[src/rtl/cpo_pkg.sv]
package cpo_pkg;
  localparam int PHASES  = 4;
  localparam int PHASE_W = $clog2(PHASES);
  localparam int CLASSES = 4;
  localparam int CLASS_W = $clog2(CLASSES);

  // Strobes handed from the phase control to the offset datapath.
  typedef struct packed {
    logic               sample;
    logic               bypass;
    logic [PHASE_W-1:0] row;
    logic [PHASE_W-1:0] col;
  } phaseStrobe_t;
endpackage

[src/rtl/cpo_phase_ctrl.sv]
module cpo_phase_ctrl
  import cpo_pkg::*;
(
  input  logic         clk,
  input  logic         rstN,
  input  logic         rawMode,
  input  logic         pixValid,
  input  logic         pixLineStart,
  input  logic         pixFrameStart,
  output phaseStrobe_t strobe
);
  logic [PHASE_W-1:0] pixCnt;
  logic [PHASE_W-1:0] lineCnt;
  logic [PHASE_W-1:0] rowNow;
  logic [PHASE_W-1:0] colNow;

  // Frame start wins over line start on the same pixel.
  always_comb begin
    rowNow = lineCnt;
    colNow = pixCnt;
    if (pixFrameStart) begin
      rowNow = '0;
      colNow = '0;
    end else if (pixLineStart) begin
      rowNow = lineCnt + PHASE_W'(1);
      colNow = '0;
    end
  end

  always_ff @(posedge clk) begin
    if (!rstN) begin
      pixCnt  <= '0;
      lineCnt <= '0;
    end else if (pixValid) begin
      pixCnt  <= colNow + PHASE_W'(1);
      lineCnt <= rowNow;
    end
  end

  assign strobe.sample = pixValid;
  assign strobe.bypass = !rawMode;
  assign strobe.row    = rowNow;
  assign strobe.col    = colNow;

  p_col_step_r3: assert property (@(posedge clk) disable iff (!rstN)
    (pixValid && !pixLineStart && !pixFrameStart) |=> pixCnt == $past(pixCnt) + PHASE_W'(1));

  p_row_step_r4: assert property (@(posedge clk) disable iff (!rstN)
    (pixValid && pixLineStart && !pixFrameStart) |=> lineCnt == $past(lineCnt) + PHASE_W'(1));

  p_idle_markers_r8: assert property (@(posedge clk) disable iff (!rstN)
    !pixValid |=> ($stable(pixCnt) && $stable(lineCnt)));
endmodule

[src/rtl/cpo_offset_path.sv]
module cpo_offset_path
  import cpo_pkg::*;
#(
  parameter int PIX_W = 12,
  parameter int OFF_W = 8
) (
  input  logic                                 clk,
  input  logic                                 rstN,
  input  phaseStrobe_t                         strobe,
  input  logic [PIX_W-1:0]                     pixData,
  input  logic [PHASES*PHASES*CLASS_W-1:0]     classMap,
  input  logic [CLASSES*OFF_W-1:0]             offsetsIn,
  output logic                                 outValid,
  output logic [PIX_W-1:0]                     outData
);
  localparam int ENTRIES = PHASES * PHASES;
  localparam int SUM_W   = ((PIX_W > OFF_W) ? PIX_W : OFF_W) + 2;
  localparam logic [PIX_W-1:0] PIX_MAX = '1;

  logic [CLASS_W-1:0] mapEntry [ENTRIES];
  logic [OFF_W-1:0]   offEntry [CLASSES];

  for (genvar g = 0; g < ENTRIES; g++) begin : g_map
    assign mapEntry[g] = classMap[g*CLASS_W +: CLASS_W];
  end
  for (genvar k = 0; k < CLASSES; k++) begin : g_off
    assign offEntry[k] = offsetsIn[k*OFF_W +: OFF_W];
  end

  logic [CLASS_W-1:0]      pixClass;
  logic [OFF_W-1:0]        selOff;
  logic signed [SUM_W-1:0] sumVal;
  logic [PIX_W-1:0]        clamped;
  logic [PIX_W-1:0]        corrected;

  always_comb begin
    pixClass = mapEntry[{strobe.row, strobe.col}];
    selOff   = offEntry[pixClass];
    sumVal   = $signed({{(SUM_W-PIX_W){1'b0}}, pixData})
             + $signed({{(SUM_W-OFF_W){selOff[OFF_W-1]}}, selOff});
    if (sumVal[SUM_W-1])
      clamped = '0;
    else if (|sumVal[SUM_W-2:PIX_W])
      clamped = PIX_MAX;
    else
      clamped = sumVal[PIX_W-1:0];
    corrected = strobe.bypass ? pixData : clamped;
  end

  always_ff @(posedge clk) begin
    if (!rstN) begin
      outValid <= 1'b0;
      outData  <= '0;
    end else begin
      outValid <= strobe.sample;
      if (strobe.sample) outData <= corrected;
    end
  end

  p_offset_up_r5: assert property (@(posedge clk) disable iff (!rstN)
    (strobe.sample && !strobe.bypass && !selOff[OFF_W-1]) |=> outData >= $past(pixData));

  p_offset_down_r5: assert property (@(posedge clk) disable iff (!rstN)
    (strobe.sample && !strobe.bypass && selOff[OFF_W-1]) |=> outData <= $past(pixData));

  p_hold_idle_r6: assert property (@(posedge clk) disable iff (!rstN)
    !strobe.sample |=> $stable(outData));
endmodule

[src/rtl/color_phase_offset.sv]
module color_phase_offset
  import cpo_pkg::*;
#(
  parameter int PIX_W = 12,
  parameter int OFF_W = 8
) (
  input  logic                             clk,
  input  logic                             rstN,
  input  logic                             rawMode,
  input  logic [PHASES*PHASES*CLASS_W-1:0] classMap,
  input  logic [CLASSES*OFF_W-1:0]         offsetsIn,
  input  logic                             pixValid,
  input  logic                             pixLineStart,
  input  logic                             pixFrameStart,
  input  logic [PIX_W-1:0]                 pixData,
  output logic                             outValid,
  output logic [PIX_W-1:0]                 outData
);
  phaseStrobe_t strobe;

  cpo_phase_ctrl u_ctrl (
    .clk           (clk),
    .rstN          (rstN),
    .rawMode       (rawMode),
    .pixValid      (pixValid),
    .pixLineStart  (pixLineStart),
    .pixFrameStart (pixFrameStart),
    .strobe        (strobe)
  );

  cpo_offset_path #(.PIX_W(PIX_W), .OFF_W(OFF_W)) u_path (
    .clk       (clk),
    .rstN      (rstN),
    .strobe    (strobe),
    .pixData   (pixData),
    .classMap  (classMap),
    .offsetsIn (offsetsIn),
    .outValid  (outValid),
    .outData   (outData)
  );

  p_latency_r6: assert property (@(posedge clk) disable iff (!rstN)
    pixValid |=> outValid);

  p_no_spurious_r6: assert property (@(posedge clk) disable iff (!rstN)
    !pixValid |=> !outValid);

  p_bypass_r7: assert property (@(posedge clk) disable iff (!rstN)
    (pixValid && !rawMode) |=> outData == $past(pixData));
endmodule

[config.mk]
export PLATFORM = sky130hd
export DESIGN_NAME = color_phase_offset
export DESIGN_NICKNAME = d
export VERILOG_FILES = /design/src/rtl/cpo_pkg.sv /design/src/rtl/cpo_phase_ctrl.sv /design/src/rtl/cpo_offset_path.sv /design/src/rtl/color_phase_offset.sv
export SDC_FILE = /design/constraint.sdc
export NUM_CORES = 1
export LEC_CHECK = 0
export BUFFER_PORTS_ARGS = -buffer_cell sky130_fd_sc_hd__clkbuf_2
export CAP_MARGIN = 20
export CORE_MARGIN = 4
export CORE_UTILIZATION = 25
export CTS_BUF_LIST = sky130_fd_sc_hd__clkbuf_4
export DETAILED_ROUTE_END_ITERATION = 10
export PLACE_DENSITY = 0.46
export SETUP_SLACK_MARGIN = 0.5
export SLEW_MARGIN = 40
export SYNTH_ARGS = -nofsm -noshare
export SYNTH_HDL_FRONTEND = slang
export SYNTH_SLANG_ARGS = --single-unit
[constraint.sdc]
create_clock -name clk -period 10.2 [get_ports clk]
set_clock_uncertainty 0.15 [all_clocks]
set_input_delay 2.04 -clock clk [delete_from_list [all_inputs] [get_ports clk]]
set_output_delay 2.04 -clock clk [all_outputs]
set_load 0.1 [all_outputs]
==> reports/qor.csv <==
stage,metric,value,unit
timing,Slew @ Worst Pin,0.741,ns
cells_and_area,Layout Cells excl Fill,490,
route,via count,2541,
setup_path,Setup CP Type,in2reg,
setup_path,CP max FO,21,
clock_tree,CTS tree,built,
floorplan,Starting Density,25.9,%
setup_path,r2r setup slk,4.65,ns
clock_tree,CTS buffer count,3,
timing,Final setup violation count,0,
pwr,Seq pwr share,21.8,%
pwr,Power Total,368,uW
cells_and_area,Filler Cell Count,966,
placed_design,I/O Buffers,94,
grt,largest net degree at the start of global routing,31,
route,1st-iter DRT viols,62,
placed_design,routability cong.,0.784,
synthesis,top-count cell post-synth,o21ai_0,
floorplan,Core Footprint,8810,um^2
floorplan,Site Rows,34,
setup_path,R2R cell count,17,
cells_and_area,Reg area,340,um^2
pwr,Net Switching,190,uW
timing,hold_ws,0.367,ns
timing,f_max,146,MHz
synthesis,synth warn,0,
pwr,switch share,51.5,%
setup_path,worst r2r src,u_ctrl.lineCnt[0],
grt,antenna violations before repair,0,
cells_and_area,share of layout cells above drive strength 1,28.8,%
floorplan,I/O pin total,95,
floorplan,Die ar.,10700,um^2
synthesis,asr flop ratio synth,0,%
pwr,maximum vdd ir drop,0.0494,mV
synthesis,Netlist Area Pre-Place,2280,um^2
cells_and_area,multi-input logic area,1780,um^2
setup_path,CP required,10.26,ns
synthesis,syn nets,397,
route,Detail Route Antenna Nets,0,
synthesis,top_reg_cell synth,dfxtp_1,
route,# DRC,0,
clock_tree,Hold Buf Count CTS,0,
route,Routed wire per std cell,15.4,um
setup_path,CP peak stage delay,0.66,ns
pwr,Leak,1.27,nW
worst_hold_path,Min-Delay Path Class,reg2reg,
timing,Tcrit/Tclk final,67.3,%
timing,final slew viol count,0,
cells_and_area,Area Overhead vs Synth,24.7,%
timing,RSZ-0062 raised after global routing,false,
cells_and_area,n_diodes,0,
setup_path,CP top delay family,compound AO/OA/AOI/OAI gates,
setup_path,CP Launch Point,pixLineStart,
setup_path,buffers and inverters on the worst path,2,
setup_path,most frequent CP cell,a21oi_1,
clock_tree,clk buf depth,2,
setup_path,Startpoint Class,input port,
grt,Total Routing Usage GR,13.7,%
synthesis,Synth cell types,60,
timing,final hold viol count,0,
clock_tree,H-tree depth,1,
placed_design,DP Cell Count,486,
synthesis,Synth area leaders,"dfxtp_1 15%, ha_1 7.1%, o21ai_0 5.9%",
clock_tree,clock root cell,clkbuf_4,
grt,grt ovf,0,
cells_and_area,nets,479,
synthesis,Mapped Cells,301,
placed_design,hpwl dp,6190,um
timing,relative slew slack,50.6,%
synthesis,sequential fraction of the synthesis area,14.9,%
clock_tree,CTS sink cnt,17,
worst_hold_path,Worst Min Path Start,u_path.outData[5],
clock_tree,post_cts resized,0,
grt,global-route wire length before repair,12400,um
setup_path,worst reg2reg endpoint,u_path.outData[1],
synthesis,top-area cell type share of the netlist area,14.9,%
outcome,status,"finished, final reports clean",
synthesis,synthesized area per cell,7.58,um^2
route,Avg Vias per Cell,5.19,
synthesis,top post-synthesis cells by count,"27 x o21ai_0, 23 x inv_1, 17 x a21oi_1, 17 x dfxtp_1, 17 x nor2_1",
synthesis,Synth Register Bits,17,
timing,fin crit period,6.86,ns
job,Max Cap Viol,0,
grt,number of global-route vias before repair,2511,
route,routed wire length,7560,um
pwr,Cell Int Power,179,uW
pwr,Clock power frac,10.9,%
clock_tree,clk slew on worst S/H paths,0.11,ns
clock_tree,worst skew pair latency,0.29,ns
floorplan,Horiz. Die Dim,104,um
placed_design,dpl ws,3.02,ns
setup_path,"Data arrival, critical path",6.92,ns
pwr,part of the power in combinational logic,67.2,%
setup_path,Setup crit end kind,register,
synthesis,Post-synth EDFFs,0,
timing,final setup TNS,0,ns
setup_path,crit path cell chain,"clkbuf_2, xnor2_1, or2_1, a2111oi_4, o22a_1, mux2i_1, a21oi_1, ha_1, inv_1, fa_1, nor2b_1, o31ai_1, a21oi_1, o311a_1, o221a_2, nand3_1, nand2_1, a311oi_1",
pwr,P per Cell Area,129,nW/um^2
clock_tree,number of setup buffers added after CTS,0,
floorplan,Chip Height,104,um
setup_path,CP max-delay cell,o22a_1,
worst_hold_path,hold path cells,2,
synthesis,"area leader, netlist",dfxtp_1,
route,drt first pass iters,4,
timing,Final Worst Setup Slack,3.34,ns
worst_hold_path,worst hold endpoint,u_path.outData[5],
==> registers in the layout (all words and copies together), names as in the netlist <==
| signal | flops |
|---|---|
| u_path.outValid | 1 |
| u_path.outData | 12 |
| u_ctrl.lineCnt | 2 |
| u_ctrl.pixCnt | 2 |
==> per-layer routing <==
metal	vias up	GRT usage [%]	part of all wire, %
met5	-	0	0
met4	0	2.56	0.75
met3	4	2.36	6.2
met2	80	23.5	46
met1	1159	18.2	47
li1	1298	-	-
==> worst min-delay path, stage by stage (launching register included) <==
cell and delay (ns):
dfxtp_1 0.35, o211ai_1 0.08, o31ai_1 0.06
==> cells by family (layout without fill, tap and decap cells) <==
family                   after synthesis  in the layout  share of synthesized area, %
XOR/XNOR                               8              8                          3.07
AND/OR/NAND/NOR                       86             86                          20.8
adder cells (fa/ha/maj)               14             14                          8.00
flip-flops                            17             17                          14.9
multiplexers                          17             17                          7.68
buffers and inverters                 40            121                          6.91
AO/OA/AOI/OAI                        119            119                          38.7
==> layout make-up <==
class / instances / share of cell area (%)
Multi-Input combinational cell: 244 / 62.7
Timing Repair Buffer: 94 / 16.5
Sequential cell: 17 / 12.0
Tap cell: 108 / 4.75
Inverter: 23 / 3.03
Clock buffer: 4 / 1.05
==> placed cells by master, fill, tap and decap left out, types with 13 or more instances in the layout <==
master	count
nand2_1	13
dfxtp_1	17
o21ai_0	27
nor2_1	17
ha_1	13
clkbuf_2	94
a211oi_1	15
inv_1	23
a21oi_1	17
mux2i_1	13
==> worst max path at each step <==
stage	to	slack [ns]	cells past startpoint
floorplan	u_path.outData[1]	3.96	20
global placement	u_path.outData[1]	3.05	18
detailed placement	u_path.outData[1]	3.02	18
CTS	u_path.outData[1]	3.29	18
global route	u_path.outData[1]	2.80	18
finish	u_path.outData[1]	3.34	18
==> power groups by stage <==
| stage | logic [mW] | registers, mW | clock network (mW) |
|---|---|---|---|
| after floorplan | 0.143 | 0.128 | 0 |
| after global placement | 0.249 | 0.0823 | 0 |
| after detailed placement | 0.249 | 0.0819 | 0 |
| after CTS | 0.250 | 0.0804 | 0.0422 |
| after global routing | 0.273 | 0.0816 | 0.0440 |
| final | 0.248 | 0.0804 | 0.0402 |
==> metrics by stage <==
stage                     util, %  cell area [um^2]
final                        32.3              2850
after global routing         32.3              2850
after CTS                    32.3              2850
after detailed placement     32.0              2820
after global placement       32.0              2820
after floorplan                 -              2280
(Power assumes the default switching activity.)
